$ cat src/rtl/dtc_pkg.sv
package dtc_pkg;
    parameter int BYTE_W = 8;
    parameter int ADDR_W = 3;
    parameter int NCH    = 2;

    typedef logic [BYTE_W-1:0] byte_t;

    typedef struct packed {
        byte_t hi;
        byte_t lo;
    } cnt_t;

    localparam logic [1:0] MD_W13   = 2'd0;
    localparam logic [1:0] MD_W16   = 2'd1;
    localparam logic [1:0] MD_RLD   = 2'd2;
    localparam logic [1:0] MD_SPLIT = 2'd3;

    localparam logic [ADDR_W-1:0] A_MODE = 3'd0;
    localparam logic [ADDR_W-1:0] A_CTRL = 3'd1;
    localparam logic [ADDR_W-1:0] A_C0LO = 3'd2;
    localparam logic [ADDR_W-1:0] A_C0HI = 3'd3;
    localparam logic [ADDR_W-1:0] A_C1LO = 3'd4;
    localparam logic [ADDR_W-1:0] A_C1HI = 3'd5;

    localparam int RUN_LSB  = 0;
    localparam int FLAG_LSB = 4;
endpackage

$ cat src/rtl/dtc_sync.sv
module dtc_sync #(
    parameter int N      = 2,
    parameter int STAGES = 2
) (
    input  logic         clk,
    input  logic         rst_n,
    input  logic         mc_en,
    input  logic [N-1:0] cnt_pin,
    input  logic [N-1:0] gate_pin,
    output logic [N-1:0] fall,
    output logic [N-1:0] gate_s
);
    typedef struct packed {
        logic [N-1:0][STAGES-1:0] cs;
        logic [N-1:0][STAGES-1:0] gs;
        logic [N-1:0]             prev;
    } sy_t;

    sy_t sy_d, sy_q;

    always_comb begin
        sy_d = sy_q;
        for (int i = 0; i < N; i++) begin
            sy_d.cs[i] = {sy_q.cs[i][STAGES-2:0], cnt_pin[i]};
            sy_d.gs[i] = {sy_q.gs[i][STAGES-2:0], gate_pin[i]};
            if (mc_en) sy_d.prev[i] = sy_q.cs[i][STAGES-1];
        end
    end

    always_ff @(posedge clk) begin
        if (!rst_n) sy_q <= '0;
        else        sy_q <= sy_d;
    end

    for (genvar g = 0; g < N; g++) begin : g_out
        assign fall[g]   = mc_en && sy_q.prev[g] && !sy_q.cs[g][STAGES-1];
        assign gate_s[g] = sy_q.gs[g][STAGES-1];
    end
endmodule

$ cat src/rtl/dtc_chan.sv
module dtc_chan
    import dtc_pkg::*;
#(
    parameter int PRE_W = 5
) (
    input  logic [1:0] mode,
    input  logic       tick,
    input  logic       tick_hi,
    input  cnt_t       cur,
    output cnt_t       nxt,
    output logic       wrap,
    output logic       wrap_hi
);
    logic [PRE_W-1:0] pre;
    assign pre = cur.lo[PRE_W-1:0];

    always_comb begin
        nxt     = cur;
        wrap    = 1'b0;
        wrap_hi = 1'b0;
        case (mode)
            MD_W13: if (tick) begin
                if (&pre) begin
                    nxt.lo[PRE_W-1:0] = '0;
                    nxt.hi            = cur.hi + 1'b1;
                    wrap              = &cur.hi;
                end else begin
                    nxt.lo[PRE_W-1:0] = pre + 1'b1;
                end
            end
            MD_W16: if (tick) begin
                nxt  = cur + 1'b1;
                wrap = &cur;
            end
            MD_RLD: if (tick) begin
                if (&cur.lo) begin
                    nxt.lo = cur.hi;
                    wrap   = 1'b1;
                end else begin
                    nxt.lo = cur.lo + 1'b1;
                end
            end
            default: begin
                if (tick) begin
                    nxt.lo = cur.lo + 1'b1;
                    wrap   = &cur.lo;
                end
                if (tick_hi) begin
                    nxt.hi  = cur.hi + 1'b1;
                    wrap_hi = &cur.hi;
                end
            end
        endcase
    end
endmodule

$ cat src/rtl/dual_tmr_top.sv
module dual_tmr_top
    import dtc_pkg::*;
#(
    parameter int PRE_W       = 5,
    parameter int SYNC_STAGES = 2
) (
    input  logic              clk,
    input  logic              rst_n,
    input  logic              mc_en,
    input  logic [NCH-1:0]    cnt_pin,
    input  logic [NCH-1:0]    gate_pin,
    input  logic              wr_en,
    input  logic [ADDR_W-1:0] wr_addr,
    input  logic [BYTE_W-1:0] wr_data,
    input  logic [ADDR_W-1:0] rd_addr,
    output logic [BYTE_W-1:0] rd_data
);
    localparam int FIELD_W = BYTE_W / NCH;

    typedef struct packed {
        byte_t          mode;
        logic [NCH-1:0] run;
        logic [NCH-1:0] flag;
        cnt_t           c1;
        cnt_t           c0;
    } st_t;

    st_t st_d, st_q;

    logic [NCH-1:0] fall, gate_s, tick, tick_hi, wrap, wrap_hi;
    logic [NCH-1:0] gate_b, src_b;
    logic [1:0]     md [NCH];
    cnt_t           cur [NCH];
    cnt_t           nxt [NCH];
    logic           split0;

    dtc_sync #(.N(NCH), .STAGES(SYNC_STAGES)) u_sync (
        .clk     (clk),
        .rst_n   (rst_n),
        .mc_en   (mc_en),
        .cnt_pin (cnt_pin),
        .gate_pin(gate_pin),
        .fall    (fall),
        .gate_s  (gate_s)
    );

    assign cur[0] = st_q.c0;
    assign cur[1] = st_q.c1;
    assign split0 = (md[0] == MD_SPLIT);

    for (genvar g = 0; g < NCH; g++) begin : g_ch
        assign md[g]     = st_q.mode[g*FIELD_W +: 2];
        assign src_b[g]  = st_q.mode[g*FIELD_W + 2];
        assign gate_b[g] = st_q.mode[g*FIELD_W + 3];
        if (g == 0) begin : g_first
            assign tick[g]    = st_q.run[g] && (!gate_b[g] || gate_s[g])
                                && (src_b[g] ? fall[g] : mc_en);
            assign tick_hi[g] = mc_en && st_q.run[1];
        end else begin : g_other
            assign tick[g]    = st_q.run[g] && (!gate_b[g] || gate_s[g])
                                && (src_b[g] ? fall[g] : mc_en)
                                && (md[g] != MD_SPLIT);
            assign tick_hi[g] = 1'b0;
        end
        dtc_chan #(.PRE_W(PRE_W)) u_chan (
            .mode   (md[g]),
            .tick   (tick[g]),
            .tick_hi(tick_hi[g]),
            .cur    (cur[g]),
            .nxt    (nxt[g]),
            .wrap   (wrap[g]),
            .wrap_hi(wrap_hi[g])
        );
    end

    always_comb begin
        st_d    = st_q;
        st_d.c0 = nxt[0];
        st_d.c1 = nxt[1];
        if (wr_en) begin
            case (wr_addr)
                A_MODE: st_d.mode = wr_data;
                A_CTRL: begin
                    st_d.run  = wr_data[RUN_LSB  +: NCH];
                    st_d.flag = wr_data[FLAG_LSB +: NCH];
                end
                A_C0LO: st_d.c0.lo = wr_data;
                A_C0HI: st_d.c0.hi = wr_data;
                A_C1LO: st_d.c1.lo = wr_data;
                A_C1HI: st_d.c1.hi = wr_data;
                default: ;
            endcase
        end
        st_d.flag[0] = st_d.flag[0] | wrap[0];
        st_d.flag[1] = st_d.flag[1] | (split0 ? wrap_hi[0] : (wrap[1] | wrap_hi[1]));
    end

    always_ff @(posedge clk) begin
        if (!rst_n) st_q <= '0;
        else        st_q <= st_d;
    end

    always_comb begin
        rd_data = '0;
        case (rd_addr)
            A_MODE: rd_data = st_q.mode;
            A_CTRL: begin
                rd_data[RUN_LSB  +: NCH] = st_q.run;
                rd_data[FLAG_LSB +: NCH] = st_q.flag;
            end
            A_C0LO: rd_data = st_q.c0.lo;
            A_C0HI: rd_data = st_q.c0.hi;
            A_C1LO: rd_data = st_q.c1.lo;
            A_C1HI: rd_data = st_q.c1.hi;
            default: ;
        endcase
    end
endmodule

$ cat config.mk
export PLATFORM = sky130hd
export DESIGN_NAME = dual_tmr_top
export DESIGN_NICKNAME = d
export VERILOG_FILES = /design/src/rtl/dtc_pkg.sv /design/src/rtl/dtc_sync.sv /design/src/rtl/dtc_chan.sv /design/src/rtl/dual_tmr_top.sv
export SDC_FILE = /design/constraint.sdc
export NUM_CORES = 1
export LEC_CHECK = 0
export BUFFER_PORTS_ARGS = -buffer_cell sky130_fd_sc_hd__buf_2
export CAP_MARGIN = 20
export CORE_MARGIN = 8
export CORE_UTILIZATION = 59
export CTS_CLUSTER_DIAMETER = 30
export DETAILED_ROUTE_END_ITERATION = 6
export PLACE_DENSITY_LB_ADDON = 0.15
export SKIP_CTS_REPAIR_TIMING = 1
export SLEW_MARGIN = 10
export SYNTH_ARGS = -nofsm -noshare
export SYNTH_HDL_FRONTEND = slang
export SYNTH_SLANG_ARGS = --single-unit
$ cat constraint.sdc
create_clock -name clk -period 5.6 [get_ports clk]
set_clock_uncertainty 0.15 [all_clocks]
set_input_delay 1.12 -clock clk [delete_from_list [all_inputs] [get_ports clk]]
set_output_delay 1.12 -clock clk [all_outputs]
set_load 0.02 [all_outputs]
==> results of run 1 <==
## worst max-delay path: cells and delay by family
family	cells	cell delay (ns)
AO/OA/AOI/OAI	2	0.30
buffers and inverters	2	0.56
multiplexers	1	0.39
## state kept, by name, summed over array words and instances, names as in the netlist
signal / count
st_q: 4
u_sync.gate_s: 2
gate_b: 2
u_sync.sy_q: 4
src_b: 2
cur: 32
md: 4
u_sync.sy_d: 4
## per-layer routing
metal	GRT usage (%)	vias up	routed length, um
li1	-	1872	-
met1	37.0	1855	5300
met2	37.7	266	4990
met3	5.49	34	1260
met4	9.71	0	314
met5	0	-	0
## cells in the mapped netlist (all sizes together), types with 9 or more instances
library cell | n | area [um2]
a31oi | 9 | 56.3
a22oi | 9 | 67.6
clkbuf | 26 | 97.6
mux2i | 23 | 230
nand3 | 25 | 125
a21oi | 49 | 245
and2 | 12 | 75.1
nand2 | 52 | 195
dfxtp | 54 | 1080
xnor2 | 10 | 87.6
and3 | 15 | 93.8
o21ai | 33 | 165
o22ai | 10 | 62.6
nor2 | 48 | 180
## worst paths after layout
kind / cells after the start / slack [ns] / start / end
setup / recovery: 5 / 1.95 / rd_addr[0] / rd_data[4]
hold / removal: 1 / 0.30 / u_sync.sy_d[3] / u_sync.gate_s[0]
setup reg to reg: 6 / 2.98 / u_sync.sy_q[7] / cur[27]
hold reg to reg: 1 / 0.30 / u_sync.sy_d[3] / u_sync.gate_s[0]
## cell families (layout without fill, tap and decap cells)
family / Yosys count / count (layout) / share of synthesized area (%)
flip-flops: 54 / 54 / 28.3
AO/OA/AOI/OAI: 151 / 151 / 25.5
XOR/XNOR: 15 / 15 / 3.44
buffers and inverters: 41 / 48 / 4.32
AND/OR/NAND/NOR: 202 / 202 / 26.8
multiplexers: 32 / 32 / 8.97
adder cells (fa/ha/maj): 8 / 8 / 2.62
## cell type report
class | count | area (um2) | share of cell area, %
multi-input combinational | 408 | 2570 | 63.4
timing repair buffer | 31 | 155 | 3.82
clock buffer | 5 | 68.8 | 1.70
tap | 77 | 96.3 | 2.38
clock inverter | 3 | 47.5 | 1.17
inverter | 9 | 33.8 | 0.833
sequential | 54 | 1080 | 26.7
## power groups by stage
stage	sequential [W]	combinational (W)	clock [W]
finish	0.000419	0.0000969	0.000278
global route	0.000421	0.000106	0.000295
global placement	0.000427	0.0000912	0
detailed placement	0.000427	0.0000943	0
floorplan	0.000415	0.0000704	0
CTS	0.000418	0.0000946	0.000282
## cell usage in the layout, fill, tap and decap left out, types with 5 or more instances in the layout
master,count
xnor2_1,10
nor4_1,5
nor2_1,48
o22ai_1,10
clkbuf_8,5
mux2_2,8
a211oi_1,5
inv_1,7
xor2_1,5
o21ai_1,9
nor3b_1,5
nand2_1,52
dfxtp_1,54
mux2i_1,23
a22oi_1,9
nor2b_1,8
a21oi_1,49
buf_2,31
and2_1,12
nand3_1,25
nor3_1,6
nand4_1,6
o21ai_0,24
a31oi_1,9
and3_1,15
ha_1,8
nand2b_1,8
## metrics by stage
| step | power (W) | instances |
|---|---|---|
| 2_1_floorplan | 0.000485 | 503 |
| 3_3_place_gp | 0.000518 | 577 |
| 3_5_place_dp | 0.000521 | 577 |
| 4_1_cts | 0.000795 | 585 |
| 5_1_grt | 0.000822 | 587 |
| 6_report | 0.000795 | 587 |
==> impl_metrics.env, run 1 <==
export IMPL_status="complete, no violations"
export IMPL_crit_fanout=22
export IMPL_portBuffers=29
export IMPL_drt_vias_per_instance=6.86
export IMPL_initial_core_util_pct=60.5
export IMPL_worstSetupPathType="in2out"
export IMPL_powerDensity_nw_per_um2=196
export IMPL_p_comb_share_pct=12.2
export IMPL_hold_path_class="reg2reg"
export IMPL_rsz0062_at_grt="no"
export IMPL_clock_sinks=54
export IMPL_chipWidth_um=96.5
export IMPL_dr_total_vias=4027
export IMPL_ys_flop_type="dfxtp_1"
export IMPL_fin_util_pct=64.2
export IMPL_synth_warnings=0
export IMPL_dr_pass1_iters=5
export IMPL_grt_max_degree=34
export IMPL_syn_nets=533
export IMPL_cts_buffer_depth=2
export IMPL_syn2layout_area_growth_pct=6.19
export IMPL_overflow=0
export IMPL_cp_arrival_ns=2.38
export IMPL_drc=0
export IMPL_place_gp_congestion=0.985
export IMPL_slowest_delay_ns=0.39
export IMPL_netlist_area_um2=3820
export IMPL_fmax_mhz=274
export IMPL_p_seq_share_pct=52.8
export IMPL_drive_above_1_share_pct=10.8
export IMPL_dp_hpwl_mm=8.61
export IMPL_cp_common_cell="buf_2"
export IMPL_p_int_w=0.000571
export IMPL_syn_inst=503
export IMPL_cts_htree_levels=2
export IMPL_n_antenna_cell=0
export IMPL_cts_tree="done"
export IMPL_layout_setup_ws_ns=1.95
export IMPL_required_ns=4.33
export IMPL_die_h_um=96.5
export IMPL_wire_per_inst_um=20.2
export IMPL_ys_seq_elements=54
export IMPL_swShare_pct=28.1
export IMPL_cts_root_buf="clkbuf_8"
export IMPL_grt_first_pass_wirelength_mm=18.9
export IMPL_clk_pin_slew_ns=0.10
export IMPL_period_minus_slack_ns=3.65
export IMPL_fin_setup_tns_ns=0
export IMPL_cp_end_kind="output port"
export IMPL_whs_ns=0.296
export IMPL_antenna_found_initial=0
export IMPL_hold_violations=0
export IMPL_synth_yosys_seq_area_share_pct=28.3
export IMPL_synth_cell_types=62
export IMPL_crit_slowest_cell="mux2_2"
export IMPL_grt_pass1_vias=3698
export IMPL_drv_cap=0
export IMPL_critPathLaunchType="input port"
export IMPL_drt_total_wl_mm=11.9
export IMPL_layout_nets=539
export IMPL_crit_chain="buf_2 > mux2_2 > a22oi_1 > o22ai_1 > buf_2"
export IMPL_max_slew_margin_pct=27.0
export IMPL_grt_usage_pct=26.1
export IMPL_synth_edf_count=0
export IMPL_worstMarginPinSlew_ns=1.09
export IMPL_design_area_um2=4060
export IMPL_core_um2=6310
export IMPL_pwr_share_clk_pct=35.0
export IMPL_drt_iter0_markers=463
export IMPL_syn_area_per_cell_um2=7.59
export IMPL_clk_latency_ns=0.32
export IMPL_placed_area_um2=3930
export IMPL_p_leak_nw=1.44
export IMPL_min_period_over_period_pct=65.2
export IMPL_fillers=593
export IMPL_antenna_left=0
export IMPL_async_flop_share_pct=0
export IMPL_ioPinCount=30
export IMPL_netSwitchingPower_w=0.000223
export IMPL_die_area_um2=9310
export IMPL_setup_violations=0
export IMPL_cts_buffers=5
export IMPL_slew_viol_final=0
export IMPL_ir_worst_vdd_mv=0.204
export IMPL_place_ws_ns=1.98
export IMPL_rows=29
Power figures use the tool's default switching activity.
==> inputs of run 2 (changes only) <==
- clock period: 5.6 -> 3.7 ns (I/O delays scaled with it)
==> run 2 against run 1 <==
Net effect: power grew 45%; hold slack is essentially flat; worst setup slack lost 1.1 ns; sequential power grew 51%; die area is the same; first-iteration DRC count grew 27%; non-clock buffer count grew 5; cell count grew 0.85%; sequential share of layout area shrank 0.16 points; critical path depth is the same; largest cell class unchanged.
==> impl_metrics.env, run 2 (synthesis gave the netlist of run 1 again) <==
export IMPL_grt_usage_pct=27.0
export IMPL_drt_total_wl_mm=12.2
export IMPL_fin_util_pct=64.6
export IMPL_status="complete, no violations"
export IMPL_place_gp_congestion=0.942
export IMPL_cts_htree_levels=2
export IMPL_worstSetupPathType="in2out"
export IMPL_drive_above_1_share_pct=11.7
export IMPL_regArea_um2=1080
export IMPL_syn2layout_area_growth_pct=6.81
export IMPL_r2r_slack_ns=1.15
export IMPL_die_h_um=96.5
export IMPL_n_antenna_cell=0
export IMPL_dr_total_vias=4048
export IMPL_wire_per_inst_um=20.5
export IMPL_setup_violations=0
export IMPL_placed_area_um2=3980
export IMPL_core_um2=6310
export IMPL_final_cell_mix="dfxtp_1, nand2_1, a21oi_1, nor2_1, buf_2"
export IMPL_timing_rr_start="cur[16]"
export IMPL_slew_viol_final=0
export IMPL_whs_ns=0.296
export IMPL_fin_setup_tns_ns=0
export IMPL_dp_hpwl_mm=8.86
export IMPL_multi_input_area_um2=2570
export IMPL_initial_core_util_pct=60.5
export IMPL_period_minus_slack_ns=2.86
export IMPL_chipWidth_um=96.5
export IMPL_fillers=575
export IMPL_drc=0
export IMPL_overflow=0
export IMPL_design_area_um2=4080
export IMPL_cp_end_kind="output port"
export IMPL_cts_tree="done"
export IMPL_hold_path_class="reg2reg"
export IMPL_grt_max_degree=34
export IMPL_cp_arrival_ns=1.97
export IMPL_critPathLaunchType="input port"
export IMPL_largest_reg_flops=32
export IMPL_hold_violations=0
export IMPL_endpoint="rd_data[7]"
export IMPL_clk_latency_ns=0.32
export IMPL_required_ns=2.81
export IMPL_cp_startpoint="rd_addr[0]"
export IMPL_ioPinCount=30
export IMPL_clock_sinks=54
export IMPL_final_common_cell="dfxtp_1"
export IMPL_cts_root_buf="clkbuf_8"
export IMPL_rsz0062_at_grt="no"
export IMPL_drt_iter0_markers=590
export IMPL_grt_pass1_vias=3811
export IMPL_cts_buffers=5
export IMPL_rows=29
export IMPL_fmax_mhz=350
export IMPL_worstMarginPinSlew_ns=0.752
export IMPL_layout_nets=544
export IMPL_r2r_end="cur[30]"
export IMPL_portBuffers=29
export IMPL_p_leak_nw=1.46
export IMPL_antenna_left=0
export IMPL_ir_worst_vdd_mv=0.212
export IMPL_max_slew_margin_pct=49.6
export IMPL_r2r_cells=9
export IMPL_min_period_over_period_pct=77.2
export IMPL_die_area_um2=9310
export IMPL_clk_pin_slew_ns=0.11
export IMPL_worstHoldStart="u_sync.sy_d[3]"
export IMPL_powerDensity_nw_per_um2=282
export IMPL_drt_vias_per_instance=6.84
export IMPL_dr_pass1_iters=7
export IMPL_crit_fanout=22
export IMPL_grt_first_pass_wirelength_mm=19.7
export IMPL_antenna_found_initial=0
export IMPL_cts_buffer_depth=2
export IMPL_drv_cap=0
-- run 2: cell types whose count changed in the layout (fill, tap and decap cells not counted) --
cell       change
buf_2          -2
inv_6          -2
clkinv_4       +2
inv_8          +1
bufinv_16      -1
buf_4          +7
-- run 2: layout make-up --
cell class	instances	share of cell area, %
Multi-Input combinational cell	408	63.1
Sequential cell	54	26.5
Timing Repair Buffer	36	4.85
Tap cell	77	2.36
Clock buffer	5	1.69
Inverter	9	0.828
Clock inverter	3	0.705
-- run 2: power by group --
part / internal, W / switching [W]
registers: 0.000601 / 0.0000314
clock network: 0.000141 / 0.000223
logic: 0.0000592 / 0.0000932
total: 0.000801 / 0.000348
-- run 2: stage by stage --
stage                     std cells  worst slack (ns)  total power [W]
after floorplan                 503             0.874         0.000734
after global placement          584             0.886         0.000790
after detailed placement        584             0.826         0.000793
after CTS                       592             0.847          0.00115
after global routing            592             0.762          0.00120
final                           592             0.844          0.00115
-- run 2: how the worst min path moves through the flow --
stage	cells after the start	slack, ns	to
2_1_floorplan	1	0.26	u_sync.gate_s[0]
3_3_place_gp	1	0.26	u_sync.gate_s[1]
3_5_place_dp	1	0.27	u_sync.gate_s[0]
4_1_cts	1	0.30	u_sync.gate_s[0]
5_1_grt	1	0.31	u_sync.gate_s[1]
6_report	1	0.30	u_sync.gate_s[0]
-- run 2: layer usage --
metal / global-route usage [%] / wire length [um] / part of all wire, %
met1: 37.7 / 5320 / 44
met2: 39.8 / 5140 / 42
met3: 6.80 / 1490 / 12
met4: 8.20 / 202 / 1.7
met5: 0 / 0 / 0
-- run 2: worst max-delay path, stage by stage --
cell and delay, ns:
buf_2 0.25, nor2_1 0.34, a22oi_1 0.16, o22ai_1 0.25, buf_2 0.22
